**src/rtl/tick_divider_bank.sv**
```systemverilog
module tick_divider_bank #(
  parameter int NCH      = 5,
  parameter int PW       = 8,
  parameter int SELW     = 4,
  parameter int DIV_BASE = 1,
  parameter int MAXLOG   = 4,
  parameter int SPLIT    = 2
) (
  input  logic                 clk,
  input  logic                 rst_n,
  input  logic [2*PW-1:0]      pre_cfg,
  input  logic [NCH*SELW-1:0]  sel_cfg,
  output logic [NCH-1:0]       tick_en
);
  localparam int NGRP = 2;
  localparam int LW   = SELW + 1;

  logic [NGRP-1:0] pre_rst, pre_hit;

  for (genvar g = 0; g < NGRP; g++) begin : g_pre
    logic [PW-1:0] val, val_q, cnt;
    assign val = pre_cfg[g*PW +: PW];
    assign pre_rst[g] = (val != val_q);
    assign pre_hit[g] = !pre_rst[g] && (cnt == val_q);
    always_ff @(posedge clk or negedge rst_n) begin
      if (!rst_n) begin
        val_q <= '0;
        cnt   <= '0;
      end else begin
        val_q <= val;
        if (pre_rst[g] || pre_hit[g]) cnt <= '0;
        else                          cnt <= cnt + 1'b1;
      end
    end
  end

  for (genvar c = 0; c < NCH; c++) begin : g_ch
    localparam int G = (c < SPLIT) ? 0 : 1;
    logic [SELW-1:0]   sel, sel_q;
    logic [LW-1:0]     lg_raw, lg;
    logic [MAXLOG-1:0] mask, dcnt;
    logic              sel_rst, last;

    assign sel     = sel_cfg[c*SELW +: SELW];
    assign sel_rst = (sel != sel_q);
    assign lg_raw  = LW'(sel) + LW'(DIV_BASE);
    assign lg      = (lg_raw > LW'(MAXLOG)) ? LW'(MAXLOG) : lg_raw;
    assign mask    = ~({MAXLOG{1'b1}} << lg);
    assign last    = &(dcnt | ~mask);
    assign tick_en[c] = pre_hit[G] && last && !sel_rst;

    always_ff @(posedge clk or negedge rst_n) begin
      if (!rst_n) begin
        sel_q <= '0;
        dcnt  <= '0;
      end else begin
        sel_q <= sel;
        if (sel_rst || pre_rst[G]) dcnt <= '0;
        else if (pre_hit[G])       dcnt <= dcnt + 1'b1;
      end
    end
  end
endmodule

```
**config.mk**
```make
export PLATFORM = sky130hd
export DESIGN_NAME = tick_divider_bank
export DESIGN_NICKNAME = d
export VERILOG_FILES = /design/src/rtl/tick_divider_bank.sv
export SDC_FILE = /design/constraint.sdc
export NUM_CORES = 1
export LEC_CHECK = 0
export ABC_AREA = 1
export BUFFER_PORTS_ARGS = -buffer_cell sky130_fd_sc_hd__buf_4
export CORE_ASPECT_RATIO = 1.2
export CORE_MARGIN = 2
export CORE_UTILIZATION = 50
export DETAILED_ROUTE_END_ITERATION = 8
export PLACE_DENSITY = 0.7
export SETUP_SLACK_MARGIN = 0.02
export SLEW_MARGIN = 10
export SYNTH_ARGS = -nofsm -noshare
export SYNTH_HDL_FRONTEND = slang
export SYNTH_SLANG_ARGS = --single-unit
```
**constraint.sdc**
```tcl
create_clock -name clk -period 1.72 [get_ports clk]
set_input_delay 0 -clock clk [delete_from_list [all_inputs] [get_ports clk]]
set_output_delay 0 -clock clk [all_outputs]
set_load 0.05 [all_outputs]
```
# Word-level counts from Yosys, hierarchy flattened
# Cells that the tools add are included.
[op_classes] n_addsub=12 order_cmp=5 eq_ne=9 n_shift=5 mux=17 n_bitwise=15 reduce_logical=36
[ops] cell="two-way mux 4 bit" n=10
[ops] cell="inverter 4 bit" n=10
[ops] cell="adder 4 x 1 -> 5 bit, second input constant" n=5
[ops] cell="> comparator 5 x 3 -> 1 bit, second input constant" n=5
[ops] cell="two-way mux 5 bit" n=5
[ops] cell="<< shifter 4 x 5 -> 4 bit, first input constant" n=5
[ops] cell="adder 4 x 1 -> 4 bit, second input constant" n=5
[ops] cell="inequality test 4 bit" n=5
[ops] cell="OR 4 bit" n=5
[ops] cell="AND reduction 4 bit" n=5
[ops] cell="adder 8 x 1 -> 8 bit, second input constant" n=2
[ops] cell="equality test 8 bit" n=2
[ops] cell="two-way mux 8 bit" n=2
[ops] cell="inequality test 8 bit" n=2
[ops] cell="logical AND 1 bit" n=12
[ops] cell="nonzero test 2 bit" n=5
[ops] cell="zero test 1 bit" n=7
[ops] cell="logical OR 1 bit" n=7
[word_totals] regBits=72 in_bits=38 output_inout_bits=5 elab_cells=113

# Logic depth before layout (Yosys ltp)
[logic_depth] ltp_word=10 depth_mapped=11 depth_no_buf=11

# Worst setup path before layout
# No wires, ideal clock.
[synth_timing] path_type="reg-to-output" from="reg g_pre[1].val_q[1]" to="out tick_en[4]" arrival_time_ns=2.120 required_ns=1.720 path_slack_ns=-0.400 stages_incl_launch_ff=8 n_path_buf=1 path_cell_list="dfrtp_1 -> buf_2 -> xor2_1 -> nor2_1 -> nand2_1 -> nor2_4 -> nand3_1 -> nor3_1"
[synth_between] elab_chain_len=5 elab_cells_between_ends=6
[synth_lines] element="from (decl)" line="21" text="logic [PW-1:0] val, val_q, cnt;"
[synth_lines] element="from (signal assigned)" line="30" text="val_q <= val;"
[synth_lines] element="inequality test 8 bit" line="23" text="assign pre_rst[g] = (val != val_q);"
[synth_lines] element="zero test 1 bit" line="24" text="assign pre_hit[g] = !pre_rst[g] && (cnt == val_q);"
[synth_lines] element="logical AND 1 bit (*)" line="24"
[synth_lines] element="logical AND 1 bit (*) (2 in series)" line="50" text="assign tick_en[c] = pre_hit[G] && last && !sel_rst;"
[synth_lines] element="to (decl)" line="13" text="output logic [NCH-1:0] tick_en"
# Mark *: on every way between the ends. The rest lies on a longest branch, timed or not.

# Worst setup path after layout
[layout_timing] from="reg g_pre[1].val_q[6]" to="out tick_en[2]"
# Same word-level chain as after synthesis.

==> reports/qor.yml <==
outcome: "finished with violations"
violations: "setup timing"
drive_above_1_share_pct: 23.5
clock_latency_ps: 340
synth_cell_types: 30
period_minus_slack_ps: 1790
avgSynthCellArea_um2: 7.98
p_sw_share_pct: 24.3
top_usage_layer: "met2"
whs_ps: 192
wl_um: 8780
grt_pass1_wl_um: 14700
crit_type: "flip-flop to primary output"
syn_inst: 510
grt_max_degree: 41
rsz0062_at_grt: "true"
syn-num-nets: 564
skew_ps: 10.3
hold_viol_final: 0
layout_setup_ws_ps: -73.1
critPathMaxFanout: 3
p_int_mw: 2.71
nNetsFinal: 679
antenna_left: 0
clock-sinks: 72
peakVddDrop_mv: 0.465
num_rows: 36
antenna_found_initial: 0
pin_count: 43
vias: 3550
synth.top_cells.by_area: "dfrtp_1 (44%), nand2_1 (12%), inv_1 (6.1%)"
synth_top_flop_cell: "dfrtp_1"
finalNonFillerCells: 725
drtIter0Drc: 159
async_flop_share_pct: 100
start_kind: "flip-flop"
drtPass1Iterations: 4
tns_ps: -186
ys_seq_elements: 72
use_met1_pct: 23.6
drt-wirelength-per-cell_um: 12.1
yosysMostFrequentCell: "nand2_1"
path_clk_slew_ps: 80
synth_edf_count: 0
hold_class: "input port to asynchronous set/reset pin"
drc: 0
drv_slew: 0
synthTopCellsByCount: "nand2_1 (135), dfrtp_1 (72), inv_1 (66)"
maxCapViolations: 0
coreArea_um2: 8020
period_share_pct: 104
grt.overflow.total: 0
end_kind: "primary output"
post-route-util_pct: 67.6
first_global_vias: 3602
yosysTopAreaCell: "dfrtp_1"
relSlewSlack_pct: 63.5
place_congestion: 0.824
cts_tree: "done"
crit_required_ps: 1720
start_util_pct: 50.8
yosys_warnings: 0
dp_hpwl_um: 5970
dp.cells: 648
power.density_nw_per_um2: 662
p_leak_nw: 2.73
p_sw_uw: 873
dieArea_um2: 8880
area_growth_pct: 33.1
track_usage_pct: 20.9
cts_made_buffers: 9
die_y_um: 103
grtUsageMet2_pct: 39.3
fmax_mhz: 558
antennaDiodeCount: 0
worst_pin_slew_ps: 547
setup_viol: 4
io_buffers: 42
gr-usage-met3_pct: 4.08
clkPwrFrac_pct: 37.6
synth_top_area_share_pct: 44.3
ys_seq_area_share_pct: 44.3
p_seq_share_pct: 49.3
synth_area_um2: 4070
die_x_um: 86.4
worst_ep_arrival_time_ps: 1790
clockRootBuffer: "clkbuf_8"
clock_path_buffers: 2
p_comb_share_pct: 13.0
viasPerCell: 4.90
htreeDepth: 3
## flip-flops by register name, summed over array words and instances, names as in the netlist
| name | count |
|---|---|
| g_ch.dcnt | 20 |
| g_ch.sel_q | 20 |
| g_pre.cnt | 16 |
| g_pre.val_q | 16 |
## what timing repair did
item / in CTS / in global routing
setup endpoints to repair: 5 / 11
buffers inserted: 20 / 5
pin swaps: 14 / 13
gates resized for setup: 17 / 14
endpoints found under the hold margin: 75 / 0
gates cloned: 0 / 0
hold buffers: 37 / 0
## cell usage in the layout (no fill, tap or decap), types with 3 or more instances in the layout
| cell | netlist | final |
|---|---|---|
| dlygate4sd3_1 | 0 | 37 |
| inv_2 | 13 | 14 |
| nand2_4 | 3 | 5 |
| xor2_1 | 18 | 18 |
| ha_1 | 16 | 16 |
| o21ai_1 | 4 | 4 |
| a21oi_1 | 13 | 12 |
| nor3_4 | 0 | 3 |
| nand4_1 | 7 | 7 |
| inv_1 | 66 | 65 |
| clkbuf_8 | 0 | 11 |
| nand2_1 | 135 | 127 |
| nand3_1 | 18 | 16 |
| nand2_2 | 6 | 12 |
| nand3_2 | 2 | 4 |
| buf_4 | 0 | 62 |
| nor3_2 | 1 | 3 |
| dfrtp_1 | 72 | 71 |
| nor3_1 | 12 | 7 |
| nor2_4 | 8 | 9 |
| xnor2_1 | 23 | 21 |
| o21ai_0 | 19 | 19 |
| nor2_2 | 6 | 9 |
| nor2_1 | 58 | 54 |
| buf_6 | 0 | 4 |
## per-layer routing
metal | up-vias | wire (um)
met5 | - | 0
met4 | 0 | 97
met3 | 9 | 210
met2 | 50 | 4730
met1 | 1685 | 3740
li1 | 1806 | -
## cell type report
class	count	area, um2
Fill cell	643	2600
Tap cell	95	119
Inverter	79	297
Clock buffer	13	159
Sequential cell	72	1800
Multi-Input combinational cell	358	2090
Timing Repair Buffer	105	916
Clock inverter	3	40.0
## cell families after synthesis
| kind of cell | synth area share (%) |
|---|---|
| xor gates and xnor gates | 8.82 |
| adders and majority gates | 4.92 |
| buffers and inverters | 7.41 |
| and+or+nand+nor | 29.4 |
| DFF | 44.3 |
| AOI/OAI and AO/OA | 5.16 |
## path summary, 6_finish.rpt
path	startpoint	to	slack, ps	depth (start not counted)
max	g_pre[1].val_q[6]	tick_en[2]	-70	11
min	rst_n	g_pre[0].val_q[0]	190	2
max reg2reg	g_pre[1].val_q[5]	g_ch[2].dcnt[3]	110	11
min reg2reg	g_ch[0].dcnt[3]	g_ch[0].dcnt[3]	530	2
max in group asynchronous	rst_n	g_ch[4].dcnt[3]	950	3
min in group clk	sel_cfg[12]	g_ch[3].dcnt[3]	210	5
## metrics by stage
step | power, mW | area [um2] | setup WS, ps
finish | 3.59 | 5420 | -73.1
global route | 3.77 | 5420 | -174
CTS | 3.61 | 5340 | -89.1
detailed placement | 2.18 | 4550 | 103
global placement | 2.16 | 4550 | 162
floorplan | 1.99 | 4090 | 14.3
## power groups by stage
stage / sequential, mW / combinational [mW] / clock, mW
floorplan: 1.79 / 0.196 / 0
global placement: 1.80 / 0.362 / 0
detailed placement: 1.80 / 0.374 / 0
CTS: 1.77 / 0.457 / 1.39
global route: 1.77 / 0.524 / 1.47
finish: 1.77 / 0.468 / 1.35
## worst max-delay path, stage by stage (launching register included)
cell,delay (ps)
dfrtp_1,370
inv_1,60
nand2_1,50
nand2_1,50
nor2_2,190
nand2_4,90
nor2_8,160
nand2_4,70
nor2_4,90
inv_2,60
nor2_4,90
buf_8,150
Note: power is estimated with default switching activity, not from simulation.
